<file path="src/rtl/dmac_rf_pkg.sv">
package dmac_rf_pkg;

   localparam int unsigned DATA_W   = 8;
   localparam int unsigned SLOTS    = 4;
   localparam logic [7:0]  OPEN_BUS = 8'hFF;
   localparam logic [7:0]  TEMP_VAL = 8'h00;

   typedef enum logic [2:0] {
      WR_CMD     = 3'd0,
      WR_REQ     = 3'd1,
      WR_MASK1   = 3'd2,
      WR_MODE    = 3'd3,
      WR_PTRLO   = 3'd4,
      WR_MCLR    = 3'd5,
      WR_MASKCLR = 3'd6,
      WR_MASKALL = 3'd7
   } wr_reg_e;

   typedef enum logic [2:0] {
      RD_STAT   = 3'd0,
      RD_REQ    = 3'd1,
      RD_CMD    = 3'd2,
      RD_MODE   = 3'd3,
      RD_PTRHI  = 3'd4,
      RD_TEMP   = 3'd5,
      RD_CNTCLR = 3'd6,
      RD_MASK   = 3'd7
   } rd_reg_e;

endpackage

</file>
<file path="src/rtl/dmac_rf_decode.sv">
module dmac_rf_decode #(
   parameter int unsigned ADDR_W = 8,
   parameter int unsigned WIDE   = 0
) (
   input  logic [ADDR_W-1:0] addr,
   output logic [2:0]        idx,
   output logic              ctl_sel,
   output logic              win_sel
);
   logic [3:0] nib;
   logic       unused_addr;

   generate
      if (WIDE != 0) begin : g_word
         assign nib = addr[4:1];
      end else begin : g_byte
         assign nib = addr[3:0];
      end
   endgenerate

   assign unused_addr = ^addr;
   assign ctl_sel     = nib[3];
   assign win_sel     = ~nib[3];
   assign idx         = nib[2:0];
endmodule

</file>
<file path="src/rtl/dmac_rf_status.sv">
module dmac_rf_status #(
   parameter int unsigned NCH = 4
) (
   input  logic           clk,
   input  logic           rst_n,
   input  logic           mclr,
   input  logic           stat_rd,
   input  logic [NCH-1:0] dreq,
   input  logic [NCH-1:0] tc_set,
   output logic [7:0]     stat
);
   import dmac_rf_pkg::*;

   logic [SLOTS-1:0] tc_flat;
   logic [SLOTS-1:0] rq_flat;

   generate
      for (genvar k = 0; k < SLOTS; k++) begin : g_ch
         if (k < NCH) begin : g_live
            logic tc_q;
            logic rq_q;
            always_ff @(posedge clk or negedge rst_n) begin
               if (!rst_n) begin
                  tc_q <= 1'b0;
                  rq_q <= 1'b0;
               end else if (mclr) begin
                  tc_q <= 1'b0;
                  rq_q <= 1'b0;
               end else begin
                  // a set in the read cycle wins over the read's clear
                  tc_q <= (tc_q & ~stat_rd) | tc_set[k];
                  rq_q <= dreq[k];
               end
            end
            assign tc_flat[k] = tc_q;
            assign rq_flat[k] = rq_q;
         end else begin : g_void
            assign tc_flat[k] = 1'b0;
            assign rq_flat[k] = 1'b0;
         end
      end
   endgenerate

   assign stat = {rq_flat, tc_flat};
endmodule

</file>
<file path="src/rtl/dmac_rf_modes.sv">
module dmac_rf_modes #(
   parameter int unsigned NCH = 4
) (
   input  logic       clk,
   input  logic       rst_n,
   input  logic       mode_we,
   input  logic [7:0] wdata,
   input  logic       rb_step,
   input  logic       rb_zero,
   output logic [7:0] rb_data
);
   import dmac_rf_pkg::*;

   localparam int unsigned CNT_W = $clog2(SLOTS);

   logic [SLOTS*DATA_W-1:0] flat;
   logic [CNT_W-1:0]        cnt_q;

   generate
      for (genvar k = 0; k < SLOTS; k++) begin : g_slot
         if (k < NCH) begin : g_live
            logic [DATA_W-1:0] m_q;
            always_ff @(posedge clk or negedge rst_n) begin
               if (!rst_n) begin
                  m_q <= '0;
               end else if (mode_we && (wdata[CNT_W-1:0] == CNT_W'(k))) begin
                  m_q <= wdata;
               end
            end
            assign flat[k*DATA_W +: DATA_W] = m_q;
         end else begin : g_void
            assign flat[k*DATA_W +: DATA_W] = '0;
         end
      end
   endgenerate

   always_ff @(posedge clk or negedge rst_n) begin
      if (!rst_n) begin
         cnt_q <= '0;
      end else if (rb_zero) begin
         cnt_q <= '0;
      end else if (rb_step) begin
         cnt_q <= cnt_q + 1'b1;
      end
   end

   assign rb_data = flat[cnt_q*DATA_W +: DATA_W] | 8'h03;
endmodule

</file>
<file path="src/rtl/dmac_regfile.sv">
module dmac_regfile #(
   parameter int unsigned ADDR_W = 8,
   parameter int unsigned WIDE   = 0,
   parameter int unsigned NCH    = 4
) (
   input  logic              clk,
   input  logic              rst_n,
   input  logic [ADDR_W-1:0] io_addr,
   input  logic              io_rd,
   input  logic              io_wr,
   input  logic [7:0]        io_wdata,
   input  logic [NCH-1:0]    dreq_lvl,
   input  logic [NCH-1:0]    tc_pulse,
   output logic [7:0]        io_rdata,
   output logic [NCH-1:0]    chan_mask,
   output logic              byte_hi
);
   import dmac_rf_pkg::*;

   generate
      if (WIDE > 1) begin : g_bad_wide
         $error("WIDE must be 0 or 1");
      end
      if (NCH < 1 || NCH > SLOTS) begin : g_bad_nch
         $error("NCH must lie in 1..4");
      end
      if (ADDR_W < 4 + WIDE) begin : g_bad_addr
         $error("ADDR_W too narrow for the register nibble");
      end
   endgenerate

   logic [2:0]       idx;
   logic             ctl_sel;
   logic             win_sel;
   logic             wr_hit;
   logic             rd_hit;
   wr_reg_e          widx;
   rd_reg_e          ridx;
   logic             mclr;
   logic [7:0]       stat;
   logic [7:0]       mode_rb;
   logic [7:0]       cmd_q;
   logic [SLOTS-1:0] mask_pad;
   logic             ptr_q;
   logic [7:0]       rsel;
   logic [7:0]       rdata_q;

   dmac_rf_decode #(.ADDR_W(ADDR_W), .WIDE(WIDE)) u_dec (
      .addr    (io_addr),
      .idx     (idx),
      .ctl_sel (ctl_sel),
      .win_sel (win_sel)
   );

   assign wr_hit = io_wr & ctl_sel;
   assign rd_hit = io_rd & ctl_sel;
   assign widx   = wr_reg_e'(idx);
   assign ridx   = rd_reg_e'(idx);
   assign mclr   = wr_hit && (widx == WR_MCLR);

   dmac_rf_status #(.NCH(NCH)) u_stat (
      .clk     (clk),
      .rst_n   (rst_n),
      .mclr    (mclr),
      .stat_rd (rd_hit && (ridx == RD_STAT)),
      .dreq    (dreq_lvl),
      .tc_set  (tc_pulse),
      .stat    (stat)
   );

   dmac_rf_modes #(.NCH(NCH)) u_modes (
      .clk     (clk),
      .rst_n   (rst_n),
      .mode_we (wr_hit && (widx == WR_MODE)),
      .wdata   (io_wdata),
      .rb_step (rd_hit && (ridx == RD_MODE)),
      .rb_zero (mclr || (rd_hit && (ridx == RD_CNTCLR))),
      .rb_data (mode_rb)
   );

   always_ff @(posedge clk or negedge rst_n) begin
      if (!rst_n) begin
         cmd_q <= '0;
      end else if (mclr) begin
         cmd_q <= '0;
      end else if (wr_hit && (widx == WR_CMD)) begin
         cmd_q <= io_wdata;
      end
   end

   generate
      for (genvar k = 0; k < SLOTS; k++) begin : g_mask
         if (k < NCH) begin : g_live
            logic m_q;
            always_ff @(posedge clk or negedge rst_n) begin
               if (!rst_n) begin
                  m_q <= 1'b1;
               end else if (mclr) begin
                  m_q <= 1'b1;
               end else if (wr_hit) begin
                  case (widx)
                     WR_MASKCLR: m_q <= 1'b0;
                     WR_MASKALL: m_q <= io_wdata[k];
                     WR_MASK1:   if (io_wdata[1:0] == 2'(k)) m_q <= io_wdata[2];
                     default:    m_q <= m_q;
                  endcase
               end
            end
            assign mask_pad[k] = m_q;
         end else begin : g_void
            assign mask_pad[k] = 1'b1;
         end
      end
   endgenerate

   assign chan_mask = mask_pad[NCH-1:0];

   always_ff @(posedge clk or negedge rst_n) begin
      if (!rst_n) begin
         ptr_q <= 1'b0;
      end else if (mclr || (wr_hit && (widx == WR_PTRLO))) begin
         ptr_q <= 1'b0;
      end else if (rd_hit && (ridx == RD_PTRHI)) begin
         ptr_q <= 1'b1;
      end else if (win_sel && (io_rd || io_wr)) begin
         ptr_q <= ~ptr_q;
      end
   end

   assign byte_hi = ptr_q;

   always_comb begin
      case (ridx)
         RD_STAT: rsel = stat;
         RD_REQ:  rsel = {4'hF, stat[7:4]};
         RD_CMD:  rsel = cmd_q;
         RD_MODE: rsel = mode_rb;
         RD_TEMP: rsel = TEMP_VAL;
         RD_MASK: rsel = {4'hF, mask_pad};
         default: rsel = OPEN_BUS;
      endcase
   end

   always_ff @(posedge clk or negedge rst_n) begin
      if (!rst_n) begin
         rdata_q <= '0;
      end else if (io_rd) begin
         rdata_q <= ctl_sel ? rsel : OPEN_BUS;
      end
   end

   assign io_rdata = rdata_q;
endmodule

</file>
<file path="config.mk">
export PLATFORM = sky130hd
export DESIGN_NAME = dmac_regfile
export DESIGN_NICKNAME = d
export VERILOG_FILES = /design/src/rtl/dmac_rf_pkg.sv /design/src/rtl/dmac_rf_decode.sv /design/src/rtl/dmac_rf_status.sv /design/src/rtl/dmac_rf_modes.sv /design/src/rtl/dmac_regfile.sv
export SDC_FILE = /design/constraint.sdc
export NUM_CORES = 1
export LEC_CHECK = 0
export ABC_AREA = 1
export BUFFER_PORTS_ARGS = -buffer_cell sky130_fd_sc_hd__buf_2
export CAP_MARGIN = 15
export CORE_AREA = 2 2 81 83
export CTS_CLUSTER_DIAMETER = 40
export CTS_CLUSTER_SIZE = 16
export DETAILED_ROUTE_END_ITERATION = 8
export DIE_AREA = 0 0 83 85
export PLACE_DENSITY = 0.64
export SLEW_MARGIN = 20
export SYNTH_ARGS = -nofsm -noshare
export SYNTH_HDL_FRONTEND = slang
export SYNTH_SLANG_ARGS = --single-unit
export TNS_END_PERCENT = 30
</file>
<file path="constraint.sdc">
create_clock -name clk -period 1.4 [get_ports clk]
set_input_delay 0.28 -clock clk [delete_from_list [all_inputs] [get_ports clk]]
set_output_delay 0.28 -clock clk [all_outputs]
set_load 0.01 [all_outputs]
</file>
# --- Word level (Yosys, flattened, before mapping) ---
# Cells that the tools add are included.
word_totals:
  reg_bits: 63
  in_bits: 28
  elab_cells: 109
classes:
  addsub: 1
  n_eq_ne: 14
  n_shift: 1
  n_mux: 33
  bitwise_logic: 13
  n_reduce_logical: 27
op_table:
  columns: ["cell", "count"]
  rows:
  - ["8-bit case mux with 6 select lines", 1]
  - ["32-bit by 6-bit variable part select with 8-bit output", 1]
  - ["8-bit two-way mux", 3]
  - ["1-bit two-way mux", 23]
  - ["1-bit logical AND", 13]
  - ["3-bit == test, second input constant", 4]
  - ["3-bit != test, second input constant", 4]
  - ["1-bit case mux with 3 select lines", 4]
  - ["3-bit AND reduction", 4]
  - ["1-bit AND", 6]
  - ["3-bit by 2-bit == test with 1-bit output, second input constant", 2]
  - ["2-bit nonzero test", 3]
  - ["2-bit == test, second input constant", 2]
  - ["2-bit two-way mux", 2]
  - ["1-bit OR", 4]
  - ["4-bit nonzero test", 1]
  - ["3-bit by 1-bit == test with 1-bit output, second input constant", 1]
  - ["3-bit zero test", 1]
  - ["1-bit logical OR", 3]
  - ["1-bit NOT", 3]
  - ["3-bit nonzero test", 1]
  - ["2-bit by 1-bit adder with 2-bit output, second input constant", 1]
  - ["2-bit by 1-bit == test with 1-bit output, second input constant", 1]
  - ["2-bit zero test", 1]

# --- Longest topological paths before layout ---
# Gate-level depths: netlist (run 1).
depth:
  word_depth: 6
  depth_mapped: 9
  depth_no_buf: 8

# --- Hierarchy ---
# From an unflattened synthesis (run 1), not the netlist that was laid out.
hier_totals:
  hier_cells: 435
  hier_area_um2: 3326.9
by_module_without_submodules:
  columns: ["mod", "n_inst", "cells_each", "area_per_inst_um2"]
  rows:
  - ["dmac_rf_modes", 1, 193, 1496.4]
  - ["dmac_regfile", 1, 199, 1411.4]
  - ["dmac_rf_status", 1, 38, 385.4]
  - ["dmac_rf_decode", 1, 5, 33.8]

# --- Least setup slack after synthesis (run 1) ---
# No wires, ideal clock.
synth_timing:
  kind: "input to register"
  startpoint: "in io_addr[1]"
  endpoint: "reg cmd_q[2]"
  arrival_time_ns: 1.049
  t_required_ns: 1.280
  path_slack_ns: 0.231
  stages: 5
  n_path_buf: 1
  cell_sequence: "buf_4 -> nor3_2 -> nand2_2 -> o21ai_0 -> nor2_1"
synth_between:
  elab_chain_cells: 3
synth_lines:
  columns: ["item", "line_no", "source"]
  rows:
  - ["start, declared", "dmac_regfile.sv:8", "input logic [ADDR_W-1:0] io_addr,"]
  - ["3-bit == test / 3-bit zero test (equally long branches)", "dmac_regfile.sv:59, dmac_regfile.sv:86", null]
  - ["1-bit logical AND, on equally long branches", "dmac_regfile.sv:59, dmac_regfile.sv:86", null]
  - ["8-bit two-way mux / 2-bit nonzero test (equally long branches)", null, null]
  - ["end signal, assigned", "dmac_regfile.sv:87", "cmd_q <= io_wdata;"]
  - ["end, declared", "dmac_regfile.sv:42", "logic [7:0] cmd_q;"]
# Several ways; a longest one is shown, not always the timed one.
# A chain may end at the register's enable or synchronous reset.

# --- Final worst setup path (run 1) ---
layout_timing:
  startpoint: "reg g_mask[0].g_live.m_q"
  endpoint: "out chan_mask[0]"
layout_lines:
  columns: ["item", "line_no", "source"]
  rows:
  - ["start, declared", "dmac_regfile.sv:94", "logic m_q;"]
  - ["start signal, assigned", "dmac_regfile.sv:103", "WR_MASKALL: m_q <= io_wdata[k];"]
  - ["start signal, assigned", "dmac_regfile.sv:104", "WR_MASK1: if (io_wdata[1:0] == 2'(k)) m_q <= io_wdata[2];"]
  - ["start signal, assigned", "dmac_regfile.sv:105", "default: m_q <= m_q;"]
  - ["end, declared", "dmac_regfile.sv:15", "output logic [NCH-1:0] chan_mask,"]
# No word-level cell between the ends.

==> results.yml, run 1 <==
place:
  place_congestion: 0.9034
  place.port_buffers: 36
  hpwlAfterDp_um: 4777
power_and_ir_drop:
  worst_ir_drop_vdd_v: 0.0004726
  power_density_mw_per_mm2: 1135
  power_leakage_nw: 1.597
  fin_total_pwr_w: 0.003755
setup_path:
  critical_path_arrival_ns: 1.00
  crit_slowest_cell: "sky130_fd_sc_hd__dfstp_2"
  critical_path_required_ns: 1.12
  regToRegEndpoint: "io_rdata[7]"
  crit-reg2reg-launch: "u_modes.cnt_q[0]"
  reg2reg_setup_slack_ns: 0.30
  critical_path.startpoint_type: "flip-flop"
  timing.setup.critical_path_class: "reg -> out"
  cp.buffers_inverters: 1
  timing.critical_path.slowest_cell_delay_ns: 0.56
  worstPathCellList: "buf_2"
  r2r_cells: 7
  critPathMaxFanout: 3
  endpoint_kind: "output port"
  worst_path_dominant_cell_family: "flip-flops"
grt:
  grtUsageTotal_pct: 19.95
  largest_net_degree_at_the_start_of_global_routing: 56
  grt_antenna_before_repair: 0
  globalRouteOverflowTotal: 0
  first_global_vias: 2405
  grt_first_pass_wirelength_um: 11420
synth:
  mappedNetlistArea_mm2: 0.002915
  synth_enable_flop_cells: 0
  post_synth_inst_count: 387
  ys_top_cells_by_area: "sky130_fd_sc_hd__dfrtp_1 (44%), sky130_fd_sc_hd__nand2_1 (13%), sky130_fd_sc_hd__nor2_1 (9.1%)"
  synth_top_area_share_pct: 43.78
  synth.cells.most_frequent: "sky130_fd_sc_hd__nand2_1 (98), sky130_fd_sc_hd__nor2_1 (71), sky130_fd_sc_hd__dfrtp_1 (51), sky130_fd_sc_hd__inv_1 (37), sky130_fd_sc_hd__o21ai_1 (27)"
  synth_cell_types: 24
  synthesis.nets: 415
  synth.largest_area_cell: "sky130_fd_sc_hd__dfrtp_1"
  postSynth.topFlopCell: "sky130_fd_sc_hd__dfrtp_1"
  synth.most_common_cell: "sky130_fd_sc_hd__nand2_1"
  synth_async_sr_flop_share_pct: 100.0
  synth.avg_cell_area_um2: 7.533
  ys_ff_latch: 55
  synth_warnings: 0
  synth-seq-area-share_pct: 47.38
drt:
  drt-total-wl_um: 6623
  drt-wirelength-per-cell_um: 13.17
  ant_nets: 0
  vias: 2516
  drt_iter0_drc: 182
  detail_route.drc_violations: 0
  number_of_detailed_routing_iterations_run_before_antenna_repair: 4
  route.detailed.vias_per_inst: 5.002
floorplanning:
  die_area_mm2: 0.007055
  core_area_mm2: 0.006205
  rows: 29
  floorplan.die.height_um: 85
  die_w_um: 83
  floorplan.io_pins: 41
  start_util_pct: 46.99
sta:
  finalSetupViolations: 0
  fmax_ghz: 0.7799
  grt_setup_unrepaired: "no"
  hold_viol_final: 0
  timing_max_transition_violations_final: 0
  tightest_slew_ns: 0.3672
  fin_skew_ns: 0.006617
  min_period_over_period_pct: 91.59
  final.min_clock_period_ns: 1.282
  timing.max_slew.rel_slack_pct: 75.46
cts:
  post_cts_buffers: 0
  numCtsBuffers: 5
  cts_buffer_depth: 2
  clock_tree_from_tritoncts: "built"
  cts-root-buf: "sky130_fd_sc_hd__clkbuf_8"
  cts-htree-levels: 2
  clk_pin_slew_worst_paths_ns: 0.10
  clkSinkCount: 55
  worstSkewPairLatency_ns: 0.31
status:
  outcome: "completed"
min_path:
  timing.hold.worst_endpoint: "u_stat.g_ch[0].g_live.rq_q"
  whs_path_depth: 3
  holdCritPathClass: "in -> reg"
  hold_start: "dreq_lvl[0]"
final_layout:
  fin_nets: 453
  diodes: 0
  syn_to_final_growth_pct: 13.52
  post_route_cells_drive_above_1_share_pct: 19.72
  final_core_utilization_pct: 53.34
flow_run:
  maxCapViolations: 0
## layout make-up
cell class | instances | area, um^2
Sequential cell | 55 | 1381
Tap cell | 77 | 96.34
Clock buffer | 6 | 82.58
Inverter | 42 | 157.7
Clock inverter | 2 | 16.27
Timing Repair Buffer | 52 | 340.3
Fill cell | 605 | 2895
Multi-Input combinational cell | 269 | 1235
## stage by stage
| step | instance area, um^2 | instances | hold WS (ns) | setup slack (ns) | setup TNS [ns] |
|---|---|---|---|---|---|
| 2_1_floorplan | 2915 | 387 | -0.01559 | 0.2305 | 0 |
| 3_3_place_gp | 3201 | 494 | 0.3045 | -0.01973 | -0.2746 |
| 3_5_place_dp | 3201 | 494 | 0.3052 | -0.03705 | -0.6039 |
| 4_1_cts | 3309 | 503 | 0.1603 | 0.1061 | 0 |
| 5_1_grt | 3309 | 503 | 0.1720 | 0.07688 | 0 |
| 6_report | 3309 | 503 | 0.1650 | 0.1178 | 0 |
## per-layer routing
layer / vias up / part of all wire [%] / track usage, %
met5: - / 0 / 0
met1: 1152 / 51 / 29.77
met4: 0 / 1.3 / 5.663
li1: 1295 / - / -
met3: 9 / 4.5 / 3.502
met2: 60 / 43 / 29.99
## what timing repair did
| action | in CTS | in global routing |
|---|---|---|
| resized for setup | 0 | 0 |
| hold buffers | 1 | 0 |
| endpoints found under the hold margin | 51 | 0 |
| endpoints found under the setup margin | 0 | 0 |
## cell families (layout without fill, tap and decap cells)
logic type / after synthesis / after routing / synth area share, %
and+or+nand+nor: 218 / 218 / 33.48
DFF: 55 / 55 / 47.38
buffers and inverters: 63 / 102 / 10.26
AOI/OAI and AO/OA: 51 / 51 / 8.884
## flip-flops by register name (all words and copies together) (netlist names)
register and count:
u_stat.g_ch.g_live.tc_q 4, g_mask.g_live.m_q 4, cmd_q 8, u_modes.cnt_q 2, u_stat.g_ch.g_live.rq_q 4, byte_hi 1, u_modes.g_slot.g_live.m_q 24, io_rdata 8
## cells in the final DEF, fill, tap and decap left out
cell / instances
sky130_fd_sc_hd__a21oi_1: 13
sky130_fd_sc_hd__nand4_1: 8
sky130_fd_sc_hd__nor2_4: 3
sky130_fd_sc_hd__nor2_1: 71
sky130_fd_sc_hd__clkinvlp_4: 1
sky130_fd_sc_hd__nand3_1: 24
sky130_fd_sc_hd__o22ai_1: 3
sky130_fd_sc_hd__inv_1: 37
sky130_fd_sc_hd__buf_4: 12
sky130_fd_sc_hd__nand2_4: 1
sky130_fd_sc_hd__buf_12: 3
sky130_fd_sc_hd__nor3_2: 1
sky130_fd_sc_hd__dfstp_2: 4
sky130_fd_sc_hd__o21ai_1: 27
sky130_fd_sc_hd__clkinv_4: 1
sky130_fd_sc_hd__dlygate4sd3_1: 1
sky130_fd_sc_hd__nand3_2: 8
sky130_fd_sc_hd__nor3_4: 1
sky130_fd_sc_hd__inv_2: 5
sky130_fd_sc_hd__buf_2: 36
sky130_fd_sc_hd__clkbuf_8: 6
sky130_fd_sc_hd__nor3b_1: 1
sky130_fd_sc_hd__nand2_1: 98
sky130_fd_sc_hd__dfrtp_1: 51
sky130_fd_sc_hd__nand2_2: 2
sky130_fd_sc_hd__o21ai_0: 8
## how the worst max path moves through the flow
stage / start / slack, ns / to / depth (start not counted)
final: g_mask[0].g_live.m_q / 0.12 / chan_mask[0] / 1
after global routing: g_mask[2].g_live.m_q / 0.08 / chan_mask[2] / 1
after CTS: g_mask[1].g_live.m_q / 0.11 / chan_mask[1] / 1
after detailed placement: io_addr[3] / -0.04 / u_modes.g_slot[3].g_live.m_q[5] / 6
after global placement: io_addr[3] / -0.02 / u_modes.g_slot[1].g_live.m_q[4] / 6
after floorplan: io_addr[1] / 0.23 / cmd_q[2] / 5
## where the power goes
part           internal [W]  switching [W]  leakage (nW)
Combinational      0.000351       0.000515         0.883
Clock              0.000405       0.000543        0.0474
Sequential          0.00182       0.000117         0.667
Total               0.00258        0.00117          1.60
Note: power is estimated with default switching activity, not from simulation.
==> run 2, diff against run 1 <==
- CORE_AREA: 2 2 81 83 -> 2 2 80 82
- DIE_AREA: 0 0 83 85 -> 0 0 82 84
- PLACE_DENSITY: 0.64 -> default
- PLACE_DENSITY_LB_ADDON: default -> 0.3
==> results.yml, run 2 (synthesis gave the netlist of run 1 again) <==
status:
  outcome: "completed"
place:
  post_dp_cell_area_mm2: 0.003253
  place_worst_setup_slack_ns: -0.01719
  hpwlAfterDp_um: 5013
  place_congestion: 0.8378
  place.port_buffers: 36
power_and_ir_drop:
  power_density_mw_per_mm2: 1129
  cellInternalPower_w: 0.002601
  power.share.combinational_pct: 23.1
  power.share.clock_pct: 25.8
  power_leakage_nw: 1.637
  pwr-share-seq_pct: 51.1
  worst_ir_drop_vdd_v: 0.0005593
  sw_frac_of_total_pct: 31.56
  total_switching_power_w: 0.001200
drt:
  detail_route.drc_violations: 0
  vias: 2552
  route.detailed.vias_per_inst: 5.004
  ant_nets: 0
  number_of_detailed_routing_iterations_run_before_antenna_repair: 4
  drt_iter0_drc: 220
  drt-wirelength-per-cell_um: 12.87
  drt-total-wl_um: 6562
cts:
  cts_buffer_depth: 2
  hold_buffers: 1
  clkSinkCount: 55
  cts-htree-levels: 2
  clock_tree_from_tritoncts: "built"
  postCtsResizedCells: 0
  numCtsBuffers: 5
  worstSkewPairLatency_ns: 0.32
  clk_pin_slew_worst_paths_ns: 0.10
  cts-root-buf: "sky130_fd_sc_hd__clkbuf_8"
  post_cts_buffers: 0
floorplanning:
  floorplan.die.height_um: 84
  start_util_pct: 47.82
  floorplan.io_pins: 41
  rows: 29
  die_w_um: 82
  core_area_mm2: 0.006096
  die_area_mm2: 0.006888
sta:
  timing.max_slew.rel_slack_pct: 75.07
  timing_max_transition_violations_final: 0
  finalSetupViolations: 0
  fmax_ghz: 0.7795
  layout_setup_ws_ns: 0.1171
  tightest_slew_ns: 0.3739
  hold_viol_final: 0
  fin_skew_ns: 0.007918
  grt_setup_unrepaired: "no"
  final.min_clock_period_ns: 1.283
  min_period_over_period_pct: 91.64
grt:
  grtUsageTotal_pct: 20.64
  grt_first_pass_wirelength_um: 11060
  globalRouteOverflowTotal: 0
  first_global_vias: 2421
  grt_antenna_before_repair: 0
  largest_net_degree_at_the_start_of_global_routing: 28
setup_path:
  critical_path_arrival_ns: 1.00
  timing.critical_path.slowest_cell_delay_ns: 0.56
  critical_path_required_ns: 1.12
  critPathMaxFanout: 3
  endpoint_kind: "output port"
  timing.setup.critical_path_class: "reg -> out"
  critical_path.startpoint_type: "flip-flop"
  worstPathCellList: "buf_2"
  crit_slowest_cell: "sky130_fd_sc_hd__dfstp_2"
  worst_path_dominant_cell_family: "flip-flops"
  cp.buffers_inverters: 1
final_layout:
  fin_nets: 460
  final_design_area_no_fill_mm2: 0.003366
  mostFrequentLayoutCells: "sky130_fd_sc_hd__nand2_1 (98), sky130_fd_sc_hd__nor2_1 (71), sky130_fd_sc_hd__dfrtp_1 (51)"
  mostFrequentLayoutCell: "sky130_fd_sc_hd__nand2_1"
  diodes: 0
  syn_to_final_growth_pct: 15.45
  top_register: "u_modes.g_slot.g_live.m_q"
  largest_register_ff_count: 24
  post_route_cells_drive_above_1_share_pct: 21.02
min_path:
  holdCritPathClass: "in -> reg"
flow_run:
  maxCapViolations: 0
[run 2: final cells by class]
cell class                 instances  area, um^2
clock buffer                       6       82.58
clock inverter                     2       20.02
fill                             598        2730
inverter                          42       157.7
multi-input combinational        269        1235
sequential                        55        1381
tap                               77       96.34
timing repair buffer              59       392.9
[run 2: through the flow]
step | setup TNS (ns) | hold WS (ns) | utilization, % | power, W | instances
2_1_floorplan | 0 | -0.01559 | - | 0.002565 | 387
3_3_place_gp | 0 | 0.2152 | 53.37 | 0.002821 | 501
3_5_place_dp | -0.05032 | 0.2152 | 53.37 | 0.002855 | 501
4_1_cts | 0 | 0.1564 | 55.21 | 0.003829 | 510
5_1_grt | 0 | 0.1606 | 55.21 | 0.004031 | 510
6_report | 0 | 0.1548 | 55.21 | 0.003801 | 510
[run 2: power groups by stage]
| stage | registers, W | logic [W] | clock network (W) |
|---|---|---|---|
| 5_1_grt | 0.00197 | 0.00101 | 0.00105 |
| 2_1_floorplan | 0.00195 | 0.000610 | 0 |
| 4_1_cts | 0.00194 | 0.000889 | 0.000998 |
| 3_3_place_gp | 0.00197 | 0.000853 | 0 |
| 3_5_place_dp | 0.00197 | 0.000881 | 0 |
| 6_report | 0.00194 | 0.000879 | 0.000980 |
[run 2: final timing paths]
kind	from	end	slack, ns	depth (start not counted)
min in group asynchronous	rst_n	cmd_q[7]	0.40	2
min	dreq_lvl[2]	u_stat.g_ch[2].g_live.rq_q	0.15	3
max	g_mask[2].g_live.m_q	chan_mask[2]	0.12	1
max in group asynchronous	rst_n	g_mask[3].g_live.m_q	0.44	3
max reg2reg	u_modes.cnt_q[0]	io_rdata[2]	0.29	7
min reg2reg	u_modes.g_slot[1].g_live.m_q[4]	u_modes.g_slot[1].g_live.m_q[4]	0.50	2
[run 2: per-layer routing]
metal	share of wire, %	vias up	GRT usage (%)
li1	-	1301	-
met1	46	1203	27.82
met2	49	43	33.63
met3	3.4	5	4.113
met4	1.2	0	5.455
met5	0	-	0
